File: src/rtl/lcu_pkg.sv
package lcu_pkg;

   typedef enum logic [1:0] {
      LCU_HBCAST = 2'b00,
      LCU_CPYLO  = 2'b01,
      LCU_CPYHI  = 2'b10,
      LCU_RSVD   = 2'b11
   } lcu_op_e;

   function automatic logic lcu_op_legal(input logic [1:0] op);
      return (op != LCU_RSVD);
   endfunction

endpackage

File: src/rtl/lcu_operand_gate.sv
// Forces an operand to zero when its register index names the zero register.
module lcu_operand_gate #(
   parameter int DATA_W = 128,
   parameter int IDX_W  = 5
) (
   input  logic [IDX_W-1:0]  idx,
   input  logic [DATA_W-1:0] raw,
   output logic [DATA_W-1:0] gated
);
   logic is_zero_reg;

   always_comb begin
      is_zero_reg = (idx == '0);
      gated       = is_zero_reg ? '0 : raw;
   end
endmodule

File: src/rtl/lcu_hbcast.sv
// Replicates the lowest halfword of one half across every halfword of that half.
module lcu_hbcast #(
   parameter int HALF_W = 64,
   parameter int HW_W   = 16
) (
   input  logic [HALF_W-1:0] half_in,
   output logic [HALF_W-1:0] half_out
);
   localparam int N_HW = HALF_W / HW_W;

   logic [HW_W-1:0] seed;
   assign seed = half_in[HW_W-1:0];

   for (genvar g = 0; g < N_HW; g++) begin : g_rep
      assign half_out[g*HW_W +: HW_W] = seed;
   end
endmodule

File: src/rtl/lcu_route.sv
// Chooses each destination half from the candidates; the choice depends only on the mode.
module lcu_route
   import lcu_pkg::*;
#(
   parameter int HALF_W = 64
) (
   input  logic [1:0]        op,
   input  logic [HALF_W-1:0] a_lo,
   input  logic [HALF_W-1:0] a_hi,
   input  logic [HALF_W-1:0] b_lo,
   input  logic [HALF_W-1:0] b_hi,
   input  logic [HALF_W-1:0] bc_lo,
   input  logic [HALF_W-1:0] bc_hi,
   output logic [HALF_W-1:0] res_lo,
   output logic [HALF_W-1:0] res_hi,
   output logic              op_ok
);
   lcu_op_e mode;

   always_comb begin
      mode  = lcu_op_e'(op);
      op_ok = lcu_op_legal(op);
      unique case (mode)
         LCU_HBCAST: begin
            res_lo = bc_lo;
            res_hi = bc_hi;
         end
         LCU_CPYLO: begin
            res_lo = b_lo;
            res_hi = a_lo;
         end
         LCU_CPYHI: begin
            res_lo = a_hi;
            res_hi = b_hi;
         end
         default: begin
            res_lo = '0;
            res_hi = '0;
         end
      endcase
   end
endmodule

File: src/rtl/lane_copy_unit.sv
module lane_copy_unit
   import lcu_pkg::*;
#(
   parameter int HALF_W = 64,
   parameter int HW_W   = 16,
   parameter int IDX_W  = 5
) (
   input  logic                  clk,
   input  logic                  rst,
   input  logic                  in_valid,
   input  logic [1:0]            op_sel,
   input  logic [2*HALF_W-1:0]   src_a,
   input  logic [2*HALF_W-1:0]   src_b,
   input  logic [IDX_W-1:0]      a_idx,
   input  logic [IDX_W-1:0]      b_idx,
   input  logic [IDX_W-1:0]      dst_idx,
   output logic                  out_valid,
   output logic                  out_wen,
   output logic [IDX_W-1:0]      out_dst,
   output logic [2*HALF_W-1:0]   out_data
);
   localparam int REG_W = 2 * HALF_W;

   if (HW_W <= 0 || HALF_W % HW_W != 0) begin : g_bad_hw
      $error("lane_copy_unit: HALF_W must be a whole multiple of HW_W");
   end
   if (IDX_W < 1) begin : g_bad_idx
      $error("lane_copy_unit: IDX_W must be at least 1");
   end

   logic [REG_W-1:0]  a_g, b_g;
   logic [HALF_W-1:0] bc_lo, bc_hi, res_lo, res_hi;
   logic              op_ok, do_write;

   lcu_operand_gate #(.DATA_W(REG_W), .IDX_W(IDX_W)) u_gate_a (
      .idx(a_idx), .raw(src_a), .gated(a_g)
   );
   lcu_operand_gate #(.DATA_W(REG_W), .IDX_W(IDX_W)) u_gate_b (
      .idx(b_idx), .raw(src_b), .gated(b_g)
   );

   lcu_hbcast #(.HALF_W(HALF_W), .HW_W(HW_W)) u_bc_lo (
      .half_in(b_g[HALF_W-1:0]), .half_out(bc_lo)
   );
   lcu_hbcast #(.HALF_W(HALF_W), .HW_W(HW_W)) u_bc_hi (
      .half_in(b_g[REG_W-1:HALF_W]), .half_out(bc_hi)
   );

   lcu_route #(.HALF_W(HALF_W)) u_route (
      .op    (op_sel),
      .a_lo  (a_g[HALF_W-1:0]),
      .a_hi  (a_g[REG_W-1:HALF_W]),
      .b_lo  (b_g[HALF_W-1:0]),
      .b_hi  (b_g[REG_W-1:HALF_W]),
      .bc_lo (bc_lo),
      .bc_hi (bc_hi),
      .res_lo(res_lo),
      .res_hi(res_hi),
      .op_ok (op_ok)
   );

   assign do_write = in_valid && op_ok && (dst_idx != '0);

   always_ff @(posedge clk) begin
      if (rst) begin
         out_valid <= 1'b0;
         out_wen   <= 1'b0;
         out_dst   <= '0;
         out_data  <= '0;
      end else begin
         out_valid <= in_valid;
         out_wen   <= do_write;
         out_dst   <= in_valid ? dst_idx : '0;
         out_data  <= do_write ? {res_hi, res_lo} : '0;
      end
   end
endmodule

File: config.mk
export PLATFORM = sky130hd
export DESIGN_NAME = lane_copy_unit
export DESIGN_NICKNAME = d
export VERILOG_FILES = /design/src/rtl/lcu_pkg.sv /design/src/rtl/lcu_operand_gate.sv /design/src/rtl/lcu_hbcast.sv /design/src/rtl/lcu_route.sv /design/src/rtl/lane_copy_unit.sv
export SDC_FILE = /design/constraint.sdc
export NUM_CORES = 1
export LEC_CHECK = 0
export BUFFER_PORTS_ARGS = -buffer_cell sky130_fd_sc_hd__buf_4
export CAP_MARGIN = 20
export CORE_AREA = 2 2 161 163
export CTS_BUF_LIST = sky130_fd_sc_hd__clkbuf_8
export DETAILED_ROUTE_END_ITERATION = 8
export DIE_AREA = 0 0 163 165
export MAX_ROUTING_LAYER = met4
export PLACE_DENSITY = 0.65
export SKIP_CTS_REPAIR_TIMING = 1
export SLEW_MARGIN = 20
export SYNTH_ARGS = -nofsm -noshare
export SYNTH_HDL_FRONTEND = slang
export SYNTH_SLANG_ARGS = --single-unit
File: constraint.sdc
create_clock -name clk -period 2 [get_ports clk]
set_clock_uncertainty 0.1 [all_clocks]
set_input_delay 0.2 -clock clk [delete_from_list [all_inputs] [get_ports clk]]
set_output_delay 0.2 -clock clk [all_outputs]
set_load 0.02 [all_outputs]
==> qor.csv, run 1 <==
metric,value,unit
max_slew.worst_pin.slew,467,ps
fin_util,0.496,
hpwl,23200,um
synth_top_cell_by_area,dfxtp_1,
antenna_found_initial,0,
async_flop_share,0,
die_w,163,um
grt_usage,0.236,
internal-power,0.00503,W
critPathTopFamily,buffers and inverters,
clock_tree.root_cell,clkbuf_8,
worstPathMaxFanout,38,
ant_nets,0,
syn_area_per_cell,9.44,sq um
hold_viol,0,
crit_type,input pin to register,
areaGrowthSynthToFinish,78.4,%
hold_path.class,input pin to register,
drv_cap,0,
first_global_vias,7654,
p_leak,4.99,nW
htree_levels,4,
grt_util_met2,0.364,
via_count,8697,
status,finished clean,
synth.area.top_cells,"dfxtp_1 (39%), o211ai_1 (28%), mux2_2 (16%), a21oi_1 (9.2%), clkbuf_1 (3.3%)",
swShare,0.296,
relSlewSlack,0.688,
yosysMostFrequentCell,o211ai_1,
avgViaCountPerCell,5.47,
netlist_area,6970,sq um
synth_edf_count,0,
grtUsageMet3,0.0668,
slowest_stage,or4_1,
synth-seq-area-share,0.388,
rsz0062_at_grt,false,
worst-endpoint-required,2210,ps
cp_cell_sequence,dlygate4sd3_1 > buf_4 > or4_1 > o221ai_4 > buf_12 > buf_12 > a21oi_1,
cts_sinks,135,
pwr-share-seq,0.393,
drc,0,
synth_common_cells,"o211ai_1 (256), dfxtp_1 (135), a21oi_1 (128)",
path_buf_inv,4,
busiest_layer,met2,
met1_usage,0.291,
die-area,26900,sq um
clkPwrFrac,0.343,
grt_first_pass_wirelength,46400,um
syn_nets,1014,
arrival,2160,ps
synth_top_cell_area_share,0.388,
grt_overflow,0,
die_h,165,um
syn-instance-count,738,
drt_iter0_markers,1140,
clkTransAtPathRegs,80,ps
layout_min_cycle_time,1950,ps
yosysWarningCount,0,
numPortBuffers,410,
vdd_drop_max,385,uV
setup_tns,0,ps
initial_core_util,0.278,
crit_path_start_kind,input pin,
p_per_area,575,nW/um^2
cp-startpoint,dst_idx[0],
dr.pass1.iters,7,
cts_tree,done,
n_antenna_cell,0,
fmax,0.514,GHz
fp-row-count,58,
drive_gt1_frac,0.453,
totalWireLength,34800,um
critPathMaxStageDelay,580,ps
setup-violations-final,0,
crit_end,out_data[62]$_SDFF_PP0_,
synth-seq-cells,135,
drv_slew,0,
cp-end-kind,register,
coreArea,25000,sq um
synth_cell_types,15,
nets,1522,
path_depth,7,
power_frac_comb,0.264,
power.switching,0.00212,W
hold-worst-slack,10.9,ps
crit_top_cell,buf_12,
numCtsBuffers,17,
place_congestion,0.896,
grt_max_degree,66,
ios,411,
timing.final.crit_share,0.973,
avgRoutedWirePerCell,21.9,um
synth_flop_cell,dfxtp_1,
cts_buffer_depth,2,
[cell type report]
cell class / count / area [sq um]
tap: 330 / 413
sequential: 135 / 2700
clock inverter: 15 / 179
fill: 2311 / 12600
multi-input combinational: 492 / 3760
clock buffer: 17 / 234
timing repair buffer: 597 / 5120
inverter: 3 / 11.3
[layout by cell type, fill, tap and decap left out, types with 5 or more instances in the layout]
cell type      netlist  layout
clkinvlp_4           0       6
clkbuf_8             0      17
buf_12               0      19
o211ai_1           256     256
buf_4               10     417
a21oi_1            128     128
dfxtp_1            135     135
mux2_2              96      96
dlygate4sd3_1        0     161
and2_1               5       5
[how the worst min path moves through the flow]
| stage | start | end | slack, ps | cells after the start |
|---|---|---|---|---|
| after CTS | dst_idx[4] | out_dst[4]$_SDFF_PP0_ | -180 | 2 |
| after detailed placement | dst_idx[4] | out_dst[4]$_SDFF_PP0_ | 320 | 2 |
| after floorplan | dst_idx[0] | out_dst[0]$_SDFF_PP0_ | 220 | 1 |
| after global placement | dst_idx[4] | out_dst[4]$_SDFF_PP0_ | 310 | 2 |
| after global routing | src_b[14] | out_data[14]$_SDFF_PP0_ | 1 | 3 |
| final | src_b[67] | out_data[67]$_SDFF_PP0_ | 10 | 3 |
[power groups by stage]
stage	registers (W)	clock network (W)	logic [W]
floorplan	0.00299	0	0.000625
global placement	0.00287	0	0.00159
detailed placement	0.00287	0	0.00160
CTS	0.00281	0.00253	0.00160
global route	0.00282	0.00263	0.00200
finish	0.00281	0.00245	0.00188
[metal layers]
metal / routed length (um) / part of all wire
met1: 14000 / 0.40
met3: 2810 / 0.081
met5: 0 / 0
met4: 1280 / 0.037
met2: 16700 / 0.48
[cells by family (layout without fill, tap and decap cells)]
kind of cell,after synthesis,in the layout,synth area share
buffers and inverters,111,632,0.0753
muxes,96,96,0.155
AOI/OAI and AO/OA,385,385,0.370
DFF,135,135,0.388
and+or+nand+nor,11,11,0.0115
[state kept, by name, indices dropped and copies added (netlist names)]
name       count
out_dst        5
out_valid      1
out_data     128
out_wen        1
[stage by stage]
| step | instances | total power (W) | instance area [sq um] | worst slack [ps] |
|---|---|---|---|---|
| 5_1_grt | 1589 | 0.00745 | 12400 | 47.9 |
| 3_3_place_gp | 1396 | 0.00446 | 10400 | 222 |
| 4_1_cts | 1428 | 0.00694 | 10800 | 687 |
| 6_report | 1589 | 0.00715 | 12400 | 53.6 |
| 2_1_floorplan | 738 | 0.00361 | 6970 | 490 |
| 3_5_place_dp | 1396 | 0.00447 | 10400 | 197 |
No activity file was read; power rests on OpenSTA's default activity.
==> run 2: changes to the inputs <==
--- a/config.mk
+++ b/config.mk
@@ -11,6 +11,7 @@
 export CTS_BUF_LIST = sky130_fd_sc_hd__clkbuf_8
 export DETAILED_ROUTE_END_ITERATION = 8
 export DIE_AREA = 0 0 163 165
+export HOLD_SLACK_MARGIN = 0.1
 export MAX_ROUTING_LAYER = met4
 export PLACE_DENSITY = 0.65
 export SKIP_CTS_REPAIR_TIMING = 1
==> run 2 against run 1 <==
Hold slack better by 90 ps. Utilization rose by 2.1 points. Sequential cell count did not move. Sequential share of layout area down 0.87 points. Final cell count grew 3.3%. Maximum frequency up 0.61%. Critical path depth unchanged. Count of clock-buffer cells in the layout did not move. First-iteration DRC count down 3.8%. Die area did not move. Via count up 2.6%. Final area rose by 4.1%.
==> qor.csv, run 2 (synthesized netlist as in run 1, its figures left out) <==
metric,value,unit,change
drive_gt1_frac,0.435,,was 0.453
cts_sinks,135,,unchanged
setup-violations-final,0,,unchanged
avgRoutedWirePerCell,21.8,um,was 21.9 um
place_congestion,0.896,,unchanged
cts_tree,done,,unchanged
grt_overflow,0,,unchanged
max_slew.worst_pin.slew,442,ps,was 467 ps
die-area,26900,sq um,unchanged
largest_registers,"out_data: 128 flops, out_dst: 5 flops",,unchanged
layout_min_cycle_time,1930,ps,was 1950 ps
totalWireLength,35800,um,"was 34,800 um"
hold_viol,0,,unchanged
die_h,165,um,unchanged
drc,0,,unchanged
clock_tree.root_cell,clkbuf_8,,unchanged
hpwl,23200,um,unchanged
htree_levels,4,,unchanged
final_cell_mix,"buf_4 (417), o211ai_1 (256), dlygate4sd3_1 (212)",,"was buf_4 (417), o211ai_1 (256), dlygate4sd3_1 (161)"
status,finished clean,,unchanged
arrival,2150,ps,was 2160 ps
drt_iter0_markers,1097,,"was 1,140"
dp_cells,1396,,unchanged
nets,1573,,"was 1,522"
fp-row-count,58,,unchanged
p_leak,5.22,nW,was 4.99 nW
avgViaCountPerCell,5.43,,was 5.47
worst-endpoint-required,2210,ps,about the same
p_per_area,561,nW/um^2,was 575 nW/um^2
layout_commonest_cell,buf_4,,unchanged
numPortBuffers,410,,unchanged
power,0.00726,W,was 0.00715 W
grt_first_pass_wirelength,46400,um,unchanged
setup_tns,0,ps,unchanged
max_flop_register,out_data,,unchanged
largest_reg_flops,128,,unchanged
grt_usage,0.236,,unchanged
antenna_found_initial,1,,was 0
clkTransAtPathRegs,80,ps,about the same
crit_path_start_kind,input pin,,unchanged
timing.final.crit_share,0.967,,was 0.973
initial_core_util,0.278,,unchanged
crit_type,input pin to register,,unchanged
vdd_drop_max,337,uV,was 385 uV
stdcell_count,1642,,"was 1,589"
ant_nets,0,,unchanged
areaGrowthSynthToFinish,85.8,%,was 78.4%
fill_cells,2244,,"was 2,311"
first_global_vias,7654,,unchanged
coreArea,25000,sq um,unchanged
grt_max_degree,66,,unchanged
numCtsBuffers,17,,unchanged
die_w,163,um,unchanged
via_count,8919,,"was 8,697"
cts_buffer_depth,2,,unchanged
drv_slew,0,,unchanged
ios,411,,unchanged
worstPathMaxFanout,38,,unchanged
cp-end-kind,register,,unchanged
relSlewSlack,0.705,,was 0.688
fmax,0.517,GHz,was 0.514 GHz
rsz0062_at_grt,false,,unchanged
hold_path.class,input pin to register,,unchanged
dr.pass1.iters,5,,was 7
drv_cap,0,,unchanged
[run 2: critical path, stage by stage]
cell and delay (ps):
dlygate4sd3_1 540, buf_4 130, or4_1 580, o221ai_4 190, buf_12 180, buf_12 220
a21oi_1 80
[run 2: final timing paths]
check / slack (ps) / cells after the start / endpoint / from
worst max-delay path: 70 / 7 / out_data[63]$_SDFF_PP0_ / dst_idx[0]
worst min-delay path: 100 / 4 / out_data[123]$_SDFF_PP0_ / src_b[123]
[run 2: power breakdown]
group | internal [W] | switching (W)
clock network | 0.00124 | 0.00123
registers | 0.00278 | 0.0000318
logic | 0.00108 | 0.000900
[run 2: cell type report]
type,count,area (sq um),area share
multi-input cells,492,3760,0.291
clock buffers,17,234,0.0181
flip-flops and latches,135,2700,0.209
repair buffers,648,5630,0.435
inverters,3,11.3,0.000870
well taps,330,413,0.0319
diodes,2,5.00,0.000387
clock inverters,15,179,0.0138
[run 2: per-layer routing]
metal | wire (um) | vias up | GRT usage
met5 | 0 | - | -
met4 | 1390 | 0 | 0.0941
met3 | 2770 | 130 | 0.0668
met2 | 17300 | 532 | 0.364
met1 | 14400 | 4250 | 0.291
li1 | - | 4007 | -
[run 2: through the flow]
step / util / cell area (sq um) / hold WS (ps) / worst slack [ps]
2_1_floorplan: - / 6970 / 222 / 490
3_3_place_gp: 0.415 / 10400 / 311 / 222
3_5_place_dp: 0.415 / 10400 / 317 / 197
4_1_cts: 0.432 / 10800 / -177 / 687
5_1_grt: 0.517 / 12900 / 82.0 / 66.3
6_report: 0.517 / 12900 / 101 / 65.5
